$ cat src/rtl/tx_nib_pkg.sv
package tx_nib_pkg;
  localparam int NIB_W  = 4;
  localparam int BYTE_W = 2 * NIB_W;

  // What one transmit clock period will carry
  typedef struct packed {
    logic             en;
    logic             err;
    logic [NIB_W-1:0] nib;
  } nib_slot_t;
endpackage

$ cat src/rtl/tx_nib_phase.sv
// Core-clock divider: forwarded clock, period events and byte-slot cadence
module tx_nib_phase #(
  parameter int HALF_CYC = 2
) (
  input  logic clk,
  input  logic rst,
  output logic start_ev,
  output logic fall_ev,
  output logic slot_hi,
  output logic txc_q,
  output logic rdy_q
);
  localparam int PER   = 2 * HALF_CYC;
  localparam int CNT_W = (PER > 2) ? $clog2(PER) : 1;
  localparam logic [CNT_W-1:0] LAST  = CNT_W'(PER - 1);
  localparam logic [CNT_W-1:0] FALLC = CNT_W'(HALF_CYC - 1);
  localparam logic [CNT_W-1:0] RSTC  = CNT_W'(HALF_CYC);

  logic [CNT_W-1:0] cnt_q, cnt_nx;
  logic             slot_q, slot_nx;

  assign start_ev = (cnt_q == LAST);
  assign fall_ev  = (cnt_q == FALLC);
  assign slot_hi  = slot_q;

  always_comb begin
    cnt_nx  = start_ev ? '0 : cnt_q + 1'b1;
    slot_nx = start_ev ? ~slot_q : slot_q;
  end

  always_ff @(posedge clk) begin
    if (rst) begin
      cnt_q  <= RSTC;
      slot_q <= 1'b1;
      txc_q  <= 1'b0;
      rdy_q  <= 1'b0;
    end else begin
      cnt_q  <= cnt_nx;
      slot_q <= slot_nx;
      if (start_ev)     txc_q <= 1'b1;
      else if (fall_ev) txc_q <= 1'b0;
      rdy_q <= (cnt_nx == LAST) && slot_nx;
    end
  end
endmodule

$ cat src/rtl/tx_nib_seq.sv
// Byte capture and nibble ordering
module tx_nib_seq
  import tx_nib_pkg::*;
(
  input  logic              clk,
  input  logic              rst,
  input  logic              start_ev,
  input  logic              slot_hi,
  input  logic              rdy,
  input  logic              in_valid,
  input  logic              in_err,
  input  logic [BYTE_W-1:0] in_data,
  output nib_slot_t         nxt
);
  logic             hold_en_q, hold_err_q;
  logic [NIB_W-1:0] hold_hi_q;
  logic             take;

  assign take = in_valid && rdy;

  always_comb begin
    if (slot_hi) begin
      nxt.en  = take;
      nxt.err = in_err;
      nxt.nib = in_data[NIB_W-1:0];
    end else begin
      nxt.en  = hold_en_q;
      nxt.err = hold_err_q;
      nxt.nib = hold_hi_q;
    end
  end

  always_ff @(posedge clk) begin
    if (rst) begin
      hold_en_q  <= 1'b0;
      hold_err_q <= 1'b0;
      hold_hi_q  <= '0;
    end else if (start_ev && slot_hi) begin
      hold_en_q  <= take;
      hold_err_q <= in_err;
      hold_hi_q  <= in_data[BYTE_W-1:NIB_W];
    end
  end
endmodule

$ cat src/rtl/tx_nib_line.sv
// Output registers: nibble plus two-level control line
module tx_nib_line
  import tx_nib_pkg::*;
(
  input  logic             clk,
  input  logic             rst,
  input  logic             start_ev,
  input  logic             fall_ev,
  input  nib_slot_t        nxt,
  output logic [NIB_W-1:0] txd_q,
  output logic             ctl_q
);
  logic rise_q, fall_q;

  always_ff @(posedge clk) begin
    if (rst) begin
      txd_q  <= '0;
      rise_q <= 1'b0;
      fall_q <= 1'b0;
      ctl_q  <= 1'b0;
    end else if (start_ev) begin
      txd_q  <= nxt.en ? nxt.nib : '0;
      rise_q <= nxt.en;
      fall_q <= nxt.en && nxt.err;
      ctl_q  <= nxt.en;
    end else if (fall_ev) begin
      // second level: error only on top of a high first level
      ctl_q <= rise_q && fall_q;
    end
  end
endmodule

$ cat src/rtl/tx_nib_enc.sv
module tx_nib_enc
  import tx_nib_pkg::*;
#(
  parameter int HALF_CYC = 2
) (
  input  logic              clk,
  input  logic              rst,
  input  logic [BYTE_W-1:0] in_data,
  input  logic              in_valid,
  input  logic              in_err,
  output logic              in_ready,
  output logic              txc,
  output logic [NIB_W-1:0]  txd,
  output logic              tx_ctl
);
  logic      start_ev, fall_ev, slot_hi, rdy;
  nib_slot_t nxt;

  tx_nib_phase #(.HALF_CYC(HALF_CYC)) u_phase (
    .clk(clk), .rst(rst), .start_ev(start_ev), .fall_ev(fall_ev),
    .slot_hi(slot_hi), .txc_q(txc), .rdy_q(rdy)
  );

  tx_nib_seq u_seq (
    .clk(clk), .rst(rst), .start_ev(start_ev), .slot_hi(slot_hi),
    .rdy(rdy), .in_valid(in_valid), .in_err(in_err), .in_data(in_data),
    .nxt(nxt)
  );

  tx_nib_line u_line (
    .clk(clk), .rst(rst), .start_ev(start_ev), .fall_ev(fall_ev),
    .nxt(nxt), .txd_q(txd), .ctl_q(tx_ctl)
  );

  assign in_ready = rdy;
endmodule

$ cat config.mk
export PLATFORM = sky130hd
export DESIGN_NAME = tx_nib_enc
export DESIGN_NICKNAME = d
export VERILOG_FILES = /design/src/rtl/tx_nib_pkg.sv /design/src/rtl/tx_nib_phase.sv /design/src/rtl/tx_nib_seq.sv /design/src/rtl/tx_nib_line.sv /design/src/rtl/tx_nib_enc.sv
export SDC_FILE = /design/constraint.sdc
export NUM_CORES = 1
export LEC_CHECK = 0
export CAP_MARGIN = 5
export CORE_MARGIN = 4
export CORE_UTILIZATION = 29
export CTS_CLUSTER_DIAMETER = 30
export DETAILED_ROUTE_END_ITERATION = 8
export RECOVER_POWER = 100
export SYNTH_ARGS = -nofsm -noshare
export SYNTH_HDL_FRONTEND = slang
export SYNTH_SLANG_ARGS = --single-unit
$ cat constraint.sdc
create_clock -name clk -period 1.6 [get_ports clk]
set_input_delay 0.16 -clock clk [delete_from_list [all_inputs] [get_ports clk]]
set_output_delay 0.16 -clock clk [all_outputs]
set_load 0.05 [all_outputs]
==> metrics.md <==
| Metric | Value |
|---|---|
| Status | completed |
| Crit path launch | u_phase.rdy_q$_SDFF_PP0_ |
| XOR/XNOR share of the synthesized area | 1.16% |
| Later-pin clock latency in the skew report | 0.30 ns |
| Netlist cell types | 23 |
| Synth Area in Simple Gates | 21.3% |
| CP arrival | 1.15 ns |
| Sequential share of the synthesized area | 47.5% |
| IO Pins | 19 |
| Clock buffer count from CTS | 3 |
| Slowest stage delay, CP | 0.48 ns |
| Post-Route WL | 1500 um |
| ANT nets after route | 0 |
| Via-per-instance ratio | 4.58 |
| Cell area after layout | 960 um^2 |
| Worst slack, placed | 0.401 ns |
| Syn_nets | 97 |
| Clock tree buffer depth | 2 |
| Global-route wire length before repair | 2530 um |
| Synthesis warning total | 0 |
| Crit path max-delay family | buffers and inverters |
| Compound-Gate Fraction of Synth Area | 11.7% |
| Worst slew pin tran | 0.602 ns |
| Starting Density | 30.6% |
| Crit share post-route | 81.9% |
| Levels on crit path | 1 |
| Synth-to-Final Area Change | 26.6% |
| CTS Sinks | 18 |
| FMAX | 763 MHz |
| Mean area per synthesized cell | 9.36 um^2 |
| Post-CTS Setup Repair Bufs | 0 |
| Critical Path Fanout Max | 3 |
| Layout cells sized above 1 | 8.82% |
| Max_cap viols | 0 |
| WP data required | 1.44 ns |
| Setup crit end | in_ready |
| # setup viols final | 0 |
| Clock Tree Root | clkbuf_4 |
| H-tree depth | 1 |
| CTS tree | built |
| R2r startpoint | u_phase.cnt_q[0]$_SDFF_PP0_ |
| Post-Syn Area | 758 um^2 |
| Worst reg-to-reg path cell count | 4 |
| Cell row count | 18 |
| Cts hold-fix bufs | 0 |
| Crit Path Category | register to primary output |
| Worst hold slack | 0.425 ns |
| R2R setup slack | 0.33 ns |
| RD Place Congestion | 0.683 |
| Total number of vias | 605 |
| Initial antenna violation count | 0 |
| Die height | 59.1 um |
| RSZ-0062 raised after global routing | false |
| DP Area | 953 um^2 |
| Cells along the critical path | clkbuf_1 |
| Setup crit start kind | register |
| Adder-Cell Fraction of Synth Area | 6.60% |
| Area contributors post-synth | dfxtp_1, nand2_1, ha_1 |
| Post-synthesis mux area share | 6.60% |
| Slowest library cell on the worst path | clkbuf_1 |
| Total track usage | 10.2% |
| Synth Register Bits | 18 |
| Power density cells | 1120 nW/um^2 |
| IR drop worst, VDD | 0.000467 V |
| Final Util | 38.7% |
| Fin. max-slew vios | 0 |
| Setup crit end kind | primary output |
| Static Leakage | 0.387 nW |
| Final hold vios | 0 |
| Worst-path clk slew | 0.11 ns |
| Worst slew margin relative to its limit | 60.1% |
| Setup TNS | 0 ns |
| Iter 0 DRT Violations | 5 |
| Vias in the first global route | 562 |
| Min Tclk post-route | 1.31 ns |
| Gr ovfl total | 0 |
| Post_cts resized | 0 |
| Combinational family with the most area after synthesis | simple AND/OR/NAND/NOR gates |
| CP bufs+invs | 1 |
| Hold Crit Class | input pin to register |
| Port Buffers | 18 |
| Post-Synthesis Cells | 81 |
| Cell taking the most area after synthesis | dfxtp_1 |
| N_diodes | 0 |
| Fin Clk Skew | 0.00847 ns |
| Die width | 59.1 um |
| Yosys top cell area share | 47.5% |
| Post-DP HPWL | 1150 um |
| DRC Markers | 0 |
| Largest net degree at the start of global routing | 13 |
| Core Box Area | 2480 um^2 |
| Layout Nets | 119 |
| Reg-to-Reg End | u_seq.hold_en_q$_SDFFE_PP0P_ |
| Setup WS post-layout | 0.289 ns |
| Die ar. | 3500 um^2 |
| Drt wl/cell | 11.3 um |
| Pre-Repair DR Iteration Count | 4 |
==> how the worst min path moves through the flow <==
stage	start	end	slack, ns	depth (start not counted)
2_1_floorplan	rst	u_phase.cnt_q[1]$_SDFF_PP1_	0.26	1
3_3_place_gp	u_seq.hold_err_q$_SDFFE_PP0P_	u_seq.hold_err_q$_SDFFE_PP0P_	0.44	2
3_5_place_dp	u_line.rise_q$_SDFFE_PP0N_	u_line.rise_q$_SDFFE_PP0N_	0.45	2
4_1_cts	in_data[4]	u_seq.hold_hi_q[0]$_SDFFE_PP0P_	0.41	3
5_1_grt	in_data[4]	u_seq.hold_hi_q[0]$_SDFFE_PP0P_	0.42	3
6_report	in_data[4]	u_seq.hold_hi_q[0]$_SDFFE_PP0P_	0.43	3
==> cells in the mapped netlist <==
cell      count
and2b_1       1
clkbuf_1      1
o21ai_1       5
nand3_1       6
mux2i_1       5
xnor2_1       1
nand2b_1      2
inv_1         3
a211oi_1      1
nand2_1      14
o21ai_4       1
nor3_1        1
and3_4        1
buf_4         1
nor3b_1       2
ha_1          4
buf_6         1
dfxtp_1      18
buf_2         1
nor2b_4       1
nand4_1       1
a21oi_1       8
nor2_1        2
==> layout make-up <==
| type | instances | area (um^2) |
|---|---|---|
| clock buffers | 4 | 36.3 |
| fillers | 275 | 1520 |
| inverters | 3 | 11.3 |
| multi-input cells | 56 | 359 |
| flip-flops and latches | 18 | 360 |
| well taps | 30 | 37.5 |
| repair buffers | 21 | 155 |
==> per-layer routing <==
metal / routed length [um] / vias up / global-route usage [%]
met1: 659 / 273 / 12.3
met4: 78 / 0 / 10.7
met5: 0 / - / 0
li1: - / 314 / -
met3: 56 / 6 / 2.18
met2: 704 / 12 / 14.4
==> placed cells by master, fill, tap and decap left out <==
master,count
a21oi_1,8
dfxtp_1,18
xnor2_1,1
nor3_1,1
and2b_1,1
nand2_1,14
a211oi_1,1
and3_4,1
ha_1,4
o21ai_0,5
clkbuf_1,8
nand3_1,6
nor3b_1,2
clkdlybuf4s50_1,11
inv_1,3
clkbuf_4,3
buf_4,2
nand4_1,1
mux2i_1,5
clkbuf_8,1
nor2_1,2
nor2b_4,1
nand2b_1,2
o21ai_4,1
==> registers in the layout (all words and copies together) (netlist names) <==
signal            flops
u_line.txd_q          4
u_seq.hold_err_q      1
u_phase.cnt_q         2
u_phase.slot_hi       1
u_phase.rdy_q         1
u_seq.hold_en_q       1
u_line.rise_q         1
u_phase.txc_q         1
u_line.fall_q         1
u_seq.hold_hi_q       4
u_line.ctl_q          1
==> metrics by stage <==
stage          power, mW  cells
3_3_place_gp       0.820    128
6_report            1.07    132
5_1_grt             1.15    132
4_1_cts             1.11    132
2_1_floorplan      0.739     81
3_5_place_dp       0.823    128
==> kinds of logic after synthesis <==
logic type                 count (synthesis)
and+or+nand+nor                           31
DFF                                       18
AOI/OAI and AO/OA                         15
buffers and inverters                      7
muxes                                      5
adders and majority gates                  4
xor gates and xnor gates                   1
==> where the power goes <==
part,switching (mW),internal [mW]
sequential,0.0364,0.492
combinational,0.156,0.105
clock,0.146,0.139
total,0.339,0.736
Note: power is estimated with default switching activity, not from simulation.
